**config.mk**
```make
export PLATFORM = sky130hd
export DESIGN_NAME = chg_stage_fsm
export DESIGN_NICKNAME = d
export VERILOG_FILES = /design/src/rtl/chg_pkg.sv /design/src/rtl/chg_cmp.sv /design/src/rtl/chg_qual.sv /design/src/rtl/chg_seq.sv /design/src/rtl/chg_out.sv /design/src/rtl/chg_stage_fsm.sv
export SDC_FILE = /design/constraint.sdc
export NUM_CORES = 1
export LEC_CHECK = 0
export ABC_CLOCK_PERIOD_IN_PS = 2200
export BUFFER_PORTS_ARGS = -buffer_cell sky130_fd_sc_hd__buf_2
export CAP_MARGIN = 20
export CORE_UTILIZATION = 53
export CTS_BUF_LIST = sky130_fd_sc_hd__clkbuf_4 sky130_fd_sc_hd__clkbuf_8
export CTS_CLUSTER_SIZE = 28
export DETAILED_ROUTE_END_ITERATION = 8
export HOLD_SLACK_MARGIN = 0.02
export MAX_ROUTING_LAYER = met4
export PLACE_DENSITY = 0.85
export SLEW_MARGIN = 40
export SYNTH_ARGS = -nofsm -noshare
export SYNTH_HDL_FRONTEND = slang
export SYNTH_HIERARCHICAL = 1
export SYNTH_SLANG_ARGS = --single-unit
```
**constraint.sdc**
```tcl
create_clock -name clk -period 2.2 [get_ports clk]
set_input_delay 0.11 -clock clk [delete_from_list [all_inputs] [get_ports clk]]
set_output_delay 0.11 -clock clk [all_outputs]
set_load 0.05 [all_outputs]
```
**src/rtl/chg_pkg.sv**
```systemverilog
package chg_pkg;
  typedef enum logic [2:0] {
    ST_IDLE  = 3'd0,
    ST_TRKL  = 3'd1,
    ST_PRE   = 3'd2,
    ST_CC    = 3'd3,
    ST_CV    = 3'd4,
    ST_DONE  = 3'd5,
    ST_FAULT = 3'd6
  } stage_e;

  typedef enum logic [2:0] {
    MD_OFF  = 3'd0,
    MD_TRKL = 3'd1,
    MD_LOW  = 3'd2,
    MD_FULL = 3'd3,
    MD_CV   = 3'd4
  } mode_e;

  localparam int C_ACT   = 0;
  localparam int C_FULL  = 1;
  localparam int C_CV    = 2;
  localparam int C_TERM  = 3;
  localparam int C_RECHG = 4;
  localparam int C_HOT   = 5;
  localparam int C_COOL  = 6;
  localparam int NCOND   = 7;
endpackage

```
**src/rtl/chg_cmp.sv**
```systemverilog
module chg_cmp
  import chg_pkg::*;
#(
  parameter int W = 10
) (
  input  logic [W-1:0]     vbat,
  input  logic [W-1:0]     temp,
  input  logic [W-1:0]     ichg,
  input  logic [W-1:0]     th_act,
  input  logic [W-1:0]     th_full,
  input  logic [W-1:0]     th_cv,
  input  logic [W-1:0]     th_rechg,
  input  logic [W-1:0]     th_term,
  input  logic [W-1:0]     th_hot,
  input  logic [W-1:0]     th_cool,
  output logic [NCOND-1:0] raw
);
  always_comb begin
    raw          = '0;
    raw[C_ACT]   = (vbat >= th_act);
    raw[C_FULL]  = (vbat >= th_full);
    raw[C_CV]    = (vbat >= th_cv);
    raw[C_TERM]  = (ichg <= th_term);
    raw[C_RECHG] = (vbat <  th_rechg);
    raw[C_HOT]   = (temp >= th_hot);
    raw[C_COOL]  = (temp <  th_cool);
  end
endmodule

```
**src/rtl/chg_qual.sv**
```systemverilog
module chg_qual
  import chg_pkg::*;
#(
  parameter int QUAL_N = 4
) (
  input  logic             clk,
  input  logic             rst_n,
  input  logic             clr,
  input  logic             smp_valid,
  input  logic [NCOND-1:0] raw,
  output logic [NCOND-1:0] held
);
  localparam int CW = $clog2(QUAL_N + 1);
  localparam logic [CW-1:0] CMAX = CW'(QUAL_N);

  for (genvar g = 0; g < NCOND; g++) begin : g_cnt
    logic [CW-1:0] cnt;
    always_ff @(posedge clk or negedge rst_n) begin
      if (!rst_n)              cnt <= '0;
      else if (clr)            cnt <= '0;
      else if (smp_valid) begin
        if (!raw[g])           cnt <= '0;
        else if (cnt != CMAX)  cnt <= cnt + 1'b1;
      end
    end
    assign held[g] = (cnt == CMAX);
  end
endmodule

```
**src/rtl/chg_seq.sv**
```systemverilog
module chg_seq
  import chg_pkg::*;
(
  input  logic             clk,
  input  logic             rst_n,
  input  logic             chg_en,
  input  logic             vbus_ok,
  input  logic [NCOND-1:0] held,
  output stage_e           st,
  output logic             clr
);
  stage_e nxt;

  always_comb begin
    nxt = st;
    if (st == ST_FAULT) begin
      if (held[C_COOL]) nxt = ST_IDLE;
    end else if (held[C_HOT]) begin
      nxt = ST_FAULT;
    end else if (!(vbus_ok && chg_en)) begin
      nxt = ST_IDLE;
    end else begin
      case (st)
        ST_IDLE: nxt = ST_TRKL;
        ST_TRKL: if (held[C_ACT])   nxt = ST_PRE;
        ST_PRE:  if (held[C_FULL])  nxt = ST_CC;
        ST_CC:   if (held[C_CV])    nxt = ST_CV;
        ST_CV:   if (held[C_TERM])  nxt = ST_DONE;
        ST_DONE: if (held[C_RECHG]) nxt = ST_CV;
        default: nxt = ST_IDLE;
      endcase
    end
  end

  assign clr = (nxt != st);

  always_ff @(posedge clk or negedge rst_n) begin
    if (!rst_n) st <= ST_IDLE;
    else        st <= nxt;
  end
endmodule

```
**src/rtl/chg_out.sv**
```systemverilog
module chg_out
  import chg_pkg::*;
(
  input  stage_e      st,
  output logic [2:0]  stage,
  output logic [2:0]  mode,
  output logic        chg_done
);
  mode_e md;
  always_comb begin
    case (st)
      ST_TRKL: md = MD_TRKL;
      ST_PRE:  md = MD_LOW;
      ST_CC:   md = MD_FULL;
      ST_CV:   md = MD_CV;
      default: md = MD_OFF;
    endcase
  end
  assign stage    = st;
  assign mode     = md;
  assign chg_done = (st == ST_DONE);
endmodule

```
**src/rtl/chg_stage_fsm.sv**
```systemverilog
module chg_stage_fsm
  import chg_pkg::*;
#(
  parameter int W      = 10,
  parameter int QUAL_N = 4
) (
  input  logic         clk,
  input  logic         rst_n,
  input  logic         chg_en,
  input  logic         vbus_ok,
  input  logic         smp_valid,
  input  logic [W-1:0] vbat,
  input  logic [W-1:0] temp,
  input  logic [W-1:0] ichg,
  input  logic [W-1:0] th_act,
  input  logic [W-1:0] th_full,
  input  logic [W-1:0] th_cv,
  input  logic [W-1:0] th_rechg,
  input  logic [W-1:0] th_term,
  input  logic [W-1:0] th_hot,
  input  logic [W-1:0] th_cool,
  output logic [2:0]   stage,
  output logic [2:0]   mode,
  output logic         chg_done
);
  logic [NCOND-1:0] raw;
  logic [NCOND-1:0] held;
  logic             clr;
  stage_e           st;

  chg_cmp #(.W(W)) u_cmp (
    .vbat(vbat), .temp(temp), .ichg(ichg),
    .th_act(th_act), .th_full(th_full), .th_cv(th_cv),
    .th_rechg(th_rechg), .th_term(th_term),
    .th_hot(th_hot), .th_cool(th_cool),
    .raw(raw)
  );

  chg_qual #(.QUAL_N(QUAL_N)) u_qual (
    .clk(clk), .rst_n(rst_n), .clr(clr),
    .smp_valid(smp_valid), .raw(raw), .held(held)
  );

  chg_seq u_seq (
    .clk(clk), .rst_n(rst_n), .chg_en(chg_en), .vbus_ok(vbus_ok),
    .held(held), .st(st), .clr(clr)
  );

  chg_out u_out (
    .st(st), .stage(stage), .mode(mode), .chg_done(chg_done)
  );
endmodule

```
==> results of run 1 <==
cell usage in the layout, fill, tap and decap left out, drive strengths merged:
cell	Yosys	routed
a211oi	8	8
a21o	8	8
a21oi	22	22
a221oi	6	6
a311oi	5	5
a31o	5	5
a31oi	22	22
a32o	1	1
and2b	2	2
and3b	2	2
and4	6	6
buf	10	125
clkbuf	1	4
dfrtp	24	24
dlygate4sd3	0	1
ha	82	82
inv	90	90
mux2	1	1
mux2i	2	2
nand2	27	27
nand2b	15	15
nand3	13	13
nand3b	5	5
nand4	16	16
nor2	4	4
nor2b	1	1
nor3	1	1
nor3b	1	1
nor4	1	1
o21a	1	1
o21ai	17	17
o21bai	1	1
o41ai	1	1
xnor2	3	3
metal layers:
layer | vias up | GRT usage, %
met1 | 1485 | 26.7
met2 | 91 | 45.0
met5 | - | -
met4 | 0 | 6.61
met3 | 12 | 2.13
li1 | 1663 | -
area by class of cell:
class                   instances  area, um^2
multi-input cells             279        2410
clock buffers                   4        55.1
inverters                      90         338
flip-flops and latches         24         601
fillers                       474        1820
well taps                      75        93.8
repair buffers                126         676
registers in the layout, summed over array words and instances (netlist names):
name and cells:
u_seq/st 3, u_qual/g_cnt.cnt 21
stage by stage:
stage	hold slack, ns	instance area (um^2)	utilization (%)	total power (uW)
after floorplan	-0.186	3320	-	930
after global placement	0.121	3920	65.4	1110
after detailed placement	0.123	3920	65.4	1150
after CTS	0.220	3990	66.5	1450
after global routing	0.238	4170	69.6	1680
final	0.239	4170	69.6	1550
power by group through the flow:
stage	combinational [uW]	sequential (uW)	clock (uW)
2_1_floorplan	411	519	0
4_1_cts	624	524	305
6_report	725	526	303
3_5_place_dp	620	532	0
5_1_grt	818	530	329
3_3_place_gp	582	529	0
logic make-up (layout without fill, tap and decap cells):
family | after synthesis | after routing | share of synthesized area [%]
AO/OA/AOI/OAI | 97 | 97 | 20.6
XOR/XNOR | 3 | 3 | 0.792
adder cells (fa/ha/maj) | 82 | 82 | 30.9
buffers and inverters | 101 | 220 | 12.3
flip-flops | 24 | 24 | 18.1
multiplexers | 3 | 3 | 0.943
AND/OR/NAND/NOR | 94 | 94 | 16.4
path summary, 6_finish.rpt:
path	start	to	cells after the start
min in group asynchronous	rst_n	u_qual/g_cnt[4].cnt[1]	2
worst min register to register	u_qual/g_cnt[6].cnt[0]	u_qual/g_cnt[6].cnt[0]	1
worst max-delay path	u_qual/g_cnt[2].cnt[1]	u_qual/g_cnt[0].cnt[0]	11
worst max register to register	u_qual/g_cnt[2].cnt[1]	u_qual/g_cnt[0].cnt[0]	11
max in group asynchronous	rst_n	u_qual/g_cnt[3].cnt[1]	2
worst min-delay path	chg_en	u_seq/st[2]	3
cell usage after synthesis (6+ instances only):
cell       n  area share (%)
inv_1     90              10
ha_1      82              31
nand2_1   27             3.1
dfrtp_1   24              18
a21oi_1   22             3.3
a31oi_1   22             4.1
nand4_1   16             3.0
nand2b_1  15             2.8
nand3_1   13             2.0
o21ai_0   11             1.7
a211oi_1   7             1.6
a21o_1     7             1.6
a221oi_2   6             2.7
o21ai_1    6            0.91
tightest hold or removal path: cells and delay by family:
family                 cells  cell delay (ns)
buffers and inverters      1             0.09
AO/OA/AOI/OAI              1             0.10
AND/OR/NAND/NOR            1             0.17
timing repair:
action / in CTS / in global routing
gates resized for setup: 0 / 25
buffers inserted: 0 / 10
hold buffers: 1 / 0
setup endpoints to repair: 0 / 21
endpoints found under the hold margin: 24 / 0
==> results by group, run 1 <==
Run status
  • Status: complete, no violations

Placement
  • Port bufs: 111
  • Post-detail-place hpwl: between 6 and 7 mm
  • Inst Count DP: 582
  • Setup WS pre-CTS: 0.0317 ns
  • GP Congestion: roughly 0.83

Clocking
  • Max Buffers Root-to-Sink: 2
  • Total CTS buffers: 3
  • Clk root buf: clkbuf_8
  • Worst-Skew Late Latency: 0.27 ns
  • H-tree Lvls: 1
  • CTS tree: done
  • CTS clk-pin slew, worst paths: 0.08 ns
  • Clk sinks: 24

Route
  • Drt via density: 5.44
  • Routed wire length: slightly below 8 mm
  • Final ANT Viol Nets: 0
  • Length of routed met3 wiring: about 310 um
  • DRT iter0 DRCs: 164
  • Highest routed layer: met4
  • Routed vias: 3251
  • Wl on met1: 3.32 mm
  • Pre-antenna DRT Iters: 4
  • Routed WL per cell: 13.0 um
  • Metal2 WL: 4.02 mm
  • DRC Markers: 0

Power and ir drop
  • Clk pwr share: 19.5%
  • Pwr Density: 373 nW/um^2
  • Flop pwr share: 33.9%
  • Net switching power: 560 uW
  • VDD IR max: approximately 0.00024 V
  • P_leak: 0.00237 uW
  • Sw frac: approximately 36%
  • Logic pwr share: a little under half
  • Internal power: between 900 and 1000 uW

Synthesis
  • Avg Cell Area, Syn: between 8 and 9 um^2
  • Post-Syn Instances: about 400
  • Synth Warn #: 6
  • Post-synthesis sequential area ratio: between 15 and 20%
  • Post-synth ARST share: 100%
  • EDFF count, synth: 0
  • Syn_nets: 591
  • #FFs+latches synth: 24
  • Cell area after synthesis: 3320 um^2
  • Netlist cell types: 40
  • Synth Flop Type: dfrtp_1

Die
  • Die area: 6580 um^2
  • Core area: between 5000 and 6000 um^2
  • Chip height: 81.1 um
  • Initial Util: 55.4%
  • I/O Pins: 112
  • Row count: 28
  • Die X-Extent: 81.1 um

STA
  • Worst slew pin tran: 0.694 ns
  • Tmin final: about 2.1 ns
  • Final hold vios: 0
  • Slew HR: 53.7%
  • FMAX: 472 MHz
  • Clock skew: 0.00175 ns
  • Sum Neg Setup Slack: 0 ns
  • Final setup viols: 0
  • Fin crit share: 96.2%
  • PnR worst setup slack: approximately 0.083 ns
  • Final Max Tran Viols: 0

Worst setup path
  • Most frequent CP cell: inv_2
  • Critical Path Fanout Max: 6
  • Crit path required time: 2.37 ns
  • Buffer and inverter count on the worst path: 3
  • Flop2flop setup slack: 0.08 ns
  • Worst Setup End Kind: register
  • Worst path max stage delay: approximately 0.42 ns
  • Crit-path leading delay family: flip-flops
  • Element type at the critical path start: register
  • Slowest CP cell: dfrtp_1
  • CP cell instances: inv_2, ha_4, nand2_1, inv_2, nand3_1, mux2_4, o21bai_4, xnor2_1, nand3_2, buf_6, a311oi_2
  • Critical Path AT: 2.29 ns
  • WS Path Type: reg -> reg

Worst hold path
  • Hold Crit Class: in -> reg

Layout
  • Post-layout nets: 711
  • Number of diodes: 0
  • Non-filler cells, final: ~600
  • Layout overhead on the synthesized area: 25.7%
  • Layout cells sized above 1: 31.9%

GRT
  • Vias in the first global route: about 3.1k
  • Remaining Overflow, GRT: 0
  • Tot GR Track Use: a little under a quarter
  • Global-route wire length before repair: roughly 12 mm
  • Initial antenna violation count: 0
  • Largest net degree at the start of global routing: 43

Flow run
  • Max-cap violations: 0
No activity file was read; power rests on OpenSTA's default activity.
==> run 2: changes to the inputs <==
Settings changed: ABC_AREA from default to 1, CORE_UTILIZATION 53 to 54, PLACE_DENSITY 0.85 to 0.84.
==> run 2 against run 1 <==
Compared with the run above: the run now ends with design-rule violations, negative setup slack left; critical path depth up 6; maximum frequency fell by 11%; sequential power up 12%; sequential share of layout area down 1.2 points; power increased by 23%; cell count is 29% higher; worst hold slack got worse by 0.041 ns; wire length increased by 12%; register-to-register slack got worse by 0.26 ns; via count is 17% higher; critical endpoint is now u_qual/g_cnt[4].cnt[2]; largest cell class unchanged; highest routed layer unchanged.
==> results by group, run 2 <==
Run status
  • Status: finished, violations left (was complete, no violations)
  • Failing checks: design-rule violations, negative setup slack

Worst setup path
  • Worst path max stage delay: 0.40 ns (was 0.42 ns)
  • Critical Path Fanout Max: 6 (unchanged)
  • Most frequent CP cell: nand2_1 (was inv_2)
  • Buffer and inverter count on the worst path: 4 (was 3)
  • CP cell instances: inv_1, ha_1, nand2_1, inv_1, nand4_1, nand2_4, nand3_2, nand2_2, nand2_1, nor2_1, nand2_1, buf_6, nor2_4, buf_6, nor2_4, nand2_1, nand2_1 (was inv_2, ha_4, nand2_1, inv_2, nand3_1, mux2_4, o21bai_4, xnor2_1, nand3_2, buf_6, a311oi_2)
  • Flop2flop setup slack: -0.18 ns (was 0.08 ns)
  • WS Path Type: reg -> reg (unchanged)
  • Stages on worst setup path: 17 (was 11)
  • Element type at the critical path start: register (unchanged)
  • R2r endpoint: u_qual/g_cnt[4].cnt[2] (was u_qual/g_cnt[0].cnt[0])
  • Crit-path leading delay family: simple AND/OR/NAND/NOR gates (was flip-flops)
  • Critical Path AT: 2.53 ns (was 2.29 ns)
  • Crit path required time: 2.36 ns (was 2.37 ns)
  • Reg2reg start: u_qual/g_cnt[6].cnt[0] (was u_qual/g_cnt[2].cnt[1])
  • R2R depth: 17 (was 11)
  • Worst Setup End Kind: register (unchanged)
  • Slowest CP cell: dfrtp_1 (unchanged)

Layout
  • Multi-input gate area in the final layout: 2540 um^2 (was 2410 um^2)
  • Max reg flops: 21 (unchanged)
  • Storage element area: 601 um^2 (unchanged)
  • Layout cells sized above 1: 25.3% (was 31.9%)
  • Top flop regs: u_qual/g_cnt.cnt x21, u_seq/st x3 (unchanged)
  • Biggest register: u_qual/g_cnt.cnt (unchanged)
  • Commonest non-fill, non-tap cell in the layout: nand2_1 (was buf_2)
  • Most frequent cells in the layout: 156 x nand2_1, 133 x inv_1, 111 x buf_2 (was 112 x buf_2, 86 x inv_1, 79 x ha_1)
  • Post-layout nets: 880 (was 711)
  • Number of diodes: 0 (unchanged)
  • Fillers: 533 (was 474)
  • Layout overhead on the synthesized area: 23.3% (was 25.7%)

Synthesis
  • Synth Warn #: 6 (unchanged)
  • Post-Syn Instances: 568 (was 404)
  • EDFF count, synth: 0 (unchanged)
  • Count leader, synth: nand2_1 (was inv_1)
  • Cell taking the most area after synthesis: ha_1 (unchanged)
  • Share of the synthesized area in the top cell type: 27.7% (was 30.9%)
  • Syn_nets: 755 (was 591)
  • Avg Cell Area, Syn: 6.51 um^2 (was 8.21 um^2)
  • #FFs+latches synth: 24 (unchanged)
  • Post-synthesis sequential area ratio: 16.2% (was 18.1%)
  • Synth Flop Type: dfrtp_1 (unchanged)
  • Post-synth ARST share: 100% (unchanged)
  • Cell area after synthesis: 3700 um^2 (was 3320 um^2)
  • Largest cells by area after synthesis: ha_1 28%, dfrtp_1 16%, nand2_1 16% (was ha_1 31%, dfrtp_1 18%, inv_1 10%)
  • Netlist cell types: 24 (was 40)
  • Most instantiated cells after synthesis: 159 x nand2_1, 136 x inv_1, 82 x ha_1 (was 90 x inv_1, 82 x ha_1, 27 x nand2_1)

GRT
  • Global-route wire length before repair: 14.0 mm (was 12.3 mm)
  • Tot GR Track Use: 24.3% (was 23.9%)
  • Busiest grt layer: met2 (unchanged)
  • Met3 GRT Util: 3.15% (was 2.13%)
  • Largest net degree at the start of global routing: 25 (was 43)
  • GR Util met1: 25.5% (was 26.7%)
  • Initial antenna violation count: 0 (unchanged)
  • Remaining Overflow, GRT: 0 (unchanged)
  • Grt met2 use: 48.2% (was 45.0%)
  • Vias in the first global route: 3579 (was 3114)

STA
  • Unrepaired setup endpoints after global routing: yes
  • Slew HR: 62.2% (was 53.7%)
  • Tmin final: 2.38 ns (was 2.12 ns)
  • Worst slew pin tran: 0.568 ns (was 0.694 ns)
  • Final setup viols: 21 (was 0)
  • Fin crit share: 108% (was 96.2%)
  • Final hold vios: 0 (unchanged)
  • Final Max Tran Viols: 0 (unchanged)
  • Clock skew: 0.00859 ns (was 0.00175 ns)
  • PnR worst setup slack: -0.177 ns (was 0.0827 ns)
  • Sum Neg Setup Slack: -2.76 ns (was 0 ns)
  • FMAX: 421 MHz (was 472 MHz)

Die
  • Chip height: 84.8 um (was 81.1 um)
  • Core area: 6490 um^2 (was 5990 um^2)
  • Die area: 7190 um^2 (was 6580 um^2)
  • I/O Pins: 112 (unchanged)
  • Row count: 29 (was 28)
  • Die X-Extent: 84.8 um (was 81.1 um)
  • Initial Util: 57.0% (was 55.4%)

Worst hold path
  • Hold wc startpoint: chg_en (unchanged)
  • Hold Crit Class: in -> reg (unchanged)
  • Hold depth: 5 (was 3)
  • WHS Endpoint: u_seq/st[2] (unchanged)

Route
  • Final ANT Viol Nets: 0 (unchanged)
  • DRT iter0 DRCs: 161 (was 164)
  • Routed WL per cell: 11.3 um (was 13.0 um)
  • Pre-antenna DRT Iters: 7 (was 4)
  • DRC Markers: 5 (was 0)
  • Drt via density: 4.95 (was 5.44)
  • Routed vias: 3806 (was 3251)
  • Routed wire length: 8.68 mm (was 7.77 mm)

Power and ir drop
  • VDD IR max: 0.000243 V (about the same)
  • P_leak: 0.00292 uW (was 0.00237 uW)
  • Pwr Density: 418 nW/um^2 (was 373 nW/um^2)

Clocking
  • Clk sinks: 24 (unchanged)
  • Max Buffers Root-to-Sink: 2 (unchanged)
  • CTS tree: done (unchanged)
  • Clk root buf: clkbuf_8 (unchanged)
  • Total CTS buffers: 3 (unchanged)
  • CTS clk-pin slew, worst paths: 0.09 ns (was 0.08 ns)
  • H-tree Lvls: 1 (unchanged)
  • Worst-Skew Late Latency: 0.27 ns (about the same)

Placement
  • Post-detail-place hpwl: 6.96 mm (was 6.03 mm)
  • Port bufs: 111 (unchanged)
  • Setup WS pre-CTS: -0.0247 ns (was 0.0317 ns)
  • GP Congestion: 0.852 (was 0.829)

Flow run
  • Max-cap violations: 0 (unchanged)
==> run 2: kinds of logic (layout without fill, tap and decap cells) <==
logic type | Yosys count | count (layout) | share of synthesized area [%]
buf+inv | 152 | 276 | 16.5
fa+ha+maj | 82 | 82 | 27.7
simple gates | 261 | 261 | 30.3
flops | 24 | 24 | 16.2
compound gates | 49 | 49 | 9.23
==> run 2: power breakdown <==
part	total, uW	internal [uW]	switching (uW)
Combinational	927	388	539
Sequential	589	517	71.6
Clock	393	243	149
==> run 2: layout make-up <==
class,count,share of cell area (%)
multi-input cells,392,55.7
repair inverters,2,0.384
clock buffers,3,0.905
inverters,145,12.2
well taps,77,2.11
repair buffers,125,14.9
flip-flops and latches,24,13.2
clock inverters,1,0.658
==> run 2: how the worst max path moves through the flow <==
stage	from	endpoint	slack, ns
detailed placement	u_qual/g_cnt[2].cnt[0]	u_qual/g_cnt[4].cnt[2]	-0.02
floorplan	u_qual/g_cnt[2].cnt[0]	u_qual/g_cnt[3].cnt[0]	0.13
CTS	u_qual/g_cnt[6].cnt[0]	u_qual/g_cnt[0].cnt[1]	-0.004
global route	u_qual/g_cnt[6].cnt[0]	u_qual/g_cnt[2].cnt[0]	-0.31
finish	u_qual/g_cnt[6].cnt[0]	u_qual/g_cnt[4].cnt[2]	-0.18
global placement	u_qual/g_cnt[2].cnt[0]	u_qual/g_cnt[3].cnt[2]	0.1
==> run 2: metrics by stage <==
stage / total power (uW) / hold slack [ns] / std cells / utilization [%] / area (um^2)
finish: 1910 / 0.198 / 769 / 70.3 / 4560
global route: 2080 / 0.217 / 769 / 70.3 / 4560
CTS: 1850 / 0.186 / 763 / 68.3 / 4440
detailed placement: 1440 / 0.132 / 758 / 67.0 / 4350
global placement: 1380 / 0.129 / 758 / 67.0 / 4350
floorplan: 1170 / -0.186 / 568 / - / 3700
==> run 2: repair_timing <==
action                     in CTS  in global routing
hold buffers                    1                  0
setup endpoints to repair      17                 21
resized for setup               1                 22
hold endpoints to repair       24                  0
pin swaps                       0                 21
cloned                          0                  2
buffers inserted                0                  4
==> run 2: routing by layer <==
metal	vias up	wire [um]
met4	0	133
li1	1988	-
met1	1688	3510
met2	115	4670
met3	15	365
met5	-	0
==> run 2: worst reg2reg max path: stages (launching register included) <==
cell     delay, ns
dfrtp_1       0.40
inv_1         0.08
ha_1          0.15
nand2_1       0.07
inv_1         0.09
nand4_1       0.17
nand2_4       0.17
nand3_2       0.09
nand2_2       0.08
nand2_1       0.05
nor2_1        0.08
nand2_1       0.10
buf_6         0.14
nor2_4        0.23
buf_6         0.19
nor2_4        0.04
nand2_1       0.08
nand2_1       0.07
==> run 3: changes to the inputs <==
Settings changed: ABC_CLOCK_PERIOD_IN_PS 2200 to 3100, CORE_UTILIZATION 54 to 59, PLACE_DENSITY 0.84 to 0.91.
Clock period 2.2 ns to 3.1 ns, I/O delays scaled along.
==> run 3 against run 2 <==
Compared with the run above: the run now ends clean; sequential share of layout area rose by 0.60 points; via count fell by 0.45%; worst hold slack improved by 0.056 ns; cell count fell by 2.2%; maximum frequency fell by 11%; non-clock buffer count fell by 13; design area fell by 4.3%; worst setup slack improved by 0.60 ns; wire length fell by 6.5%; sequential power fell by 29%; clock power fell by 30%; combinational power fell by 35%.
==> results by group, run 3 (synthesis results as in run 2) <==
Run status
  • Status: complete, no violations (was finished, violations left)

STA
  • Sum Neg Setup Slack: 0 ns (was -2.76 ns)
  • Final Max Tran Viols: 0 (unchanged)
  • Worst slew pin tran: 0.556 ns (was 0.568 ns)
  • Final setup viols: 0 (was 21)
  • Fin crit share: 86.4% (was 108%)
  • Slew HR: 62.9% (was 62.2%)
  • Tmin final: 2.68 ns (was 2.38 ns)
  • Final hold vios: 0 (unchanged)
  • PnR worst setup slack: 0.422 ns (was -0.177 ns)
  • Clock skew: 0.0123 ns (was 0.00859 ns)
  • Unrepaired setup endpoints after global routing: no (was yes)
  • FMAX: 373 MHz (was 421 MHz)
  • Hold slack: 0.254 ns (was 0.198 ns)

Worst setup path
  • R2R depth: 20 (was 17)
  • Worst path max stage delay: 0.40 ns (about the same)
  • Worst Setup End Kind: register (unchanged)
  • Critical Path Fanout Max: 7 (was 6)
  • Critical Path AT: 2.84 ns (was 2.53 ns)
  • Element type at the critical path start: register (unchanged)
  • Flop2flop setup slack: 0.42 ns (was -0.18 ns)
  • CP startpoint: u_qual/g_cnt[2].cnt[0] (was u_qual/g_cnt[6].cnt[0])
  • WS Path Type: reg -> reg (unchanged)
  • Reg2reg start: u_qual/g_cnt[2].cnt[0] (was u_qual/g_cnt[6].cnt[0])
  • R2r endpoint: u_qual/g_cnt[3].cnt[2] (was u_qual/g_cnt[4].cnt[2])
  • Most frequent CP cell: nand2_1 (unchanged)
  • Slowest CP cell: dfrtp_1 (unchanged)
  • Crit path required time: 3.26 ns (was 2.36 ns)
  • CP cell instances: inv_1, ha_1, nand2_1, inv_1, inv_2, nor2_1, nand2_1, nand2_2, nand2_2, nand3_1, nand2_1, nand2_1, nor2_1, nand2_1, inv_1, nand2_1, nor2_1, nor2_1, nand2_1, nand2_1 (was inv_1, ha_1, nand2_1, inv_1, nand4_1, nand2_4, nand3_2, nand2_2, nand2_1, nor2_1, nand2_1, buf_6, nor2_4, buf_6, nor2_4, nand2_1, nand2_1)
  • Worst Setup EP: u_qual/g_cnt[3].cnt[2] (was u_qual/g_cnt[4].cnt[2])

Route
  • DRT iter0 DRCs: 191 (was 161)
  • Final ANT Viol Nets: 0 (unchanged)
  • Routed vias: 3789 (was 3806)
  • DRC Markers: 0 (was 5)
  • Pre-antenna DRT Iters: 5 (was 7)
  • Routed WL per cell: 10.8 um (was 11.3 um)
  • Drt via density: 5.04 (was 4.95)
  • Routed wire length: 8.12 mm (was 8.68 mm)

Die
  • I/O Pins: 112 (unchanged)
  • Initial Util: 61.8% (was 57.0%)
  • Core area: 5990 um^2 (was 6490 um^2)
  • Chip height: 81.2 um (was 84.8 um)
  • Die X-Extent: 81.2 um (was 84.8 um)
  • Die area: 6590 um^2 (was 7190 um^2)
  • Row count: 28 (was 29)

Power and ir drop
  • Net switching power: 515 uW (was 760 uW)
  • Sw frac: 39.7% (was 39.8%)
  • P_leak: 0.00282 uW (was 0.00292 uW)
  • Pwr Density: 297 nW/um^2 (was 418 nW/um^2)
  • Clk pwr share: 21.3% (was 20.6%)
  • Flop pwr share: 32.4% (was 30.9%)
  • Internal power: 780 uW (was 1150 uW)
  • VDD IR max: 0.000193 V (was 0.000243 V)
  • Logic pwr share: 46.2% (was 48.6%)

GRT
  • Remaining Overflow, GRT: 0 (unchanged)
  • Vias in the first global route: 3801 (was 3579)
  • Largest net degree at the start of global routing: 25 (unchanged)
  • Global-route wire length before repair: 14.4 mm (was 14.0 mm)
  • Initial antenna violation count: 0 (unchanged)
  • Tot GR Track Use: 27.7% (was 24.3%)

Clocking
  • CTS tree: done (unchanged)
  • H-tree Lvls: 1 (unchanged)
  • Clk sinks: 24 (unchanged)
  • Total CTS buffers: 3 (unchanged)
  • Worst-Skew Late Latency: 0.27 ns (about the same)
  • Max Buffers Root-to-Sink: 2 (unchanged)
  • Clk root buf: clkbuf_8 (unchanged)
  • CTS clk-pin slew, worst paths: 0.09 ns (about the same)

Layout
  • Post-layout nets: 865 (was 880)
  • Biggest register: u_qual/g_cnt.cnt (unchanged)
  • Most frequent cells in the layout: 159 x nand2_1, 136 x inv_1, 111 x buf_2 (was 156 x nand2_1, 133 x inv_1, 111 x buf_2)
  • Commonest non-fill, non-tap cell in the layout: nand2_1 (unchanged)
  • Final cell utilization of the core: 72.9% (was 70.3%)
  • Number of diodes: 0 (unchanged)
  • Layout cells sized above 1: 22.0% (was 25.3%)
  • Max reg flops: 21 (unchanged)
  • Non-filler cells, final: 752 (was 769)
  • Layout overhead on the synthesized area: 18.0% (was 23.3%)
  • Top flop regs: u_qual/g_cnt.cnt x21, u_seq/st x3 (unchanged)

Placement
  • Port bufs: 111 (unchanged)
  • GP Congestion: 0.842 (was 0.852)
  • Post-detail-place hpwl: 6.88 mm (was 6.96 mm)
  • Setup WS pre-CTS: 0.614 ns (was -0.0247 ns)
  • Inst Count DP: 747 (was 758)

Flow run
  • Max-cap violations: 0 (unchanged)

Worst hold path
  • Hold Crit Class: in -> reg (unchanged)
==> run 3: cell count changes in the layout (fill, tap and decap cells not counted), moves of 3 or more <==
cell	previous run	this run
nor2_1	47	50
nand2_1	156	159
inv_2	11	8
buf_6	4	0
buf_4	9	0
inv_1	133	136
==> run 3: how the worst min path moves through the flow <==
stage	cells past startpoint	start	end
floorplan	0	rst_n	u_qual/g_cnt[0].cnt[0]
finish	5	chg_en	u_seq/st[2]
CTS	5	chg_en	u_seq/st[2]
global placement	1	rst_n	u_qual/g_cnt[0].cnt[1]
detailed placement	1	rst_n	u_qual/g_cnt[0].cnt[0]
global route	5	chg_en	u_seq/st[2]
==> run 3: per-stage QoR <==
stage / cell area [um^2] / power [uW]
floorplan: 3700 / 831
global placement: 4280 / 970
detailed placement: 4280 / 1020
CTS: 4370 / 1300
global route: 4370 / 1420
finish: 4370 / 1290
==> run 3: repair_timing <==
action	4_1_cts	5_1_grt
hold buffers	1	0
hold endpoints to repair	24	0
setup buffers	0	0
resized for setup	0	0
==> run 3: power by group through the flow <==
stage	logic, uW	registers [uW]	clock network, uW
6_report	599	420	276
5_1_grt	695	429	291
4_1_cts	602	419	280
3_5_place_dp	592	425	0
3_3_place_gp	550	419	0
2_1_floorplan	422	410	0
==> run 3: per-layer routing <==
layer / GRT usage [%] / vias up / share of wire [%]
met5: - / - / 0
met4: 7.14 / 0 / 1.7
met3: 2.81 / 22 / 4.0
met2: 54.2 / 137 / 53
met1: 29.2 / 1678 / 41
li1: - / 1952 / -
==> run 3: area by class of cell <==
type | instances | area [um^2]
Clock buffer | 3 | 41.3
Clock inverter | 1 | 30.0
Fill cell | 491 | 1630
Inverter | 145 | 547
Multi-Input combinational cell | 392 | 2490
Sequential cell | 24 | 601
Tap cell | 75 | 93.8
Timing Repair Buffer | 112 | 566
==> run 3: critical path: cells and delay by family, from the launching register on <==
kind | cells | cell delay (ns)
flops | 1 | 0.40
fa+ha+maj | 1 | 0.20
simple gates | 15 | 1.47
buf+inv | 4 | 0.50
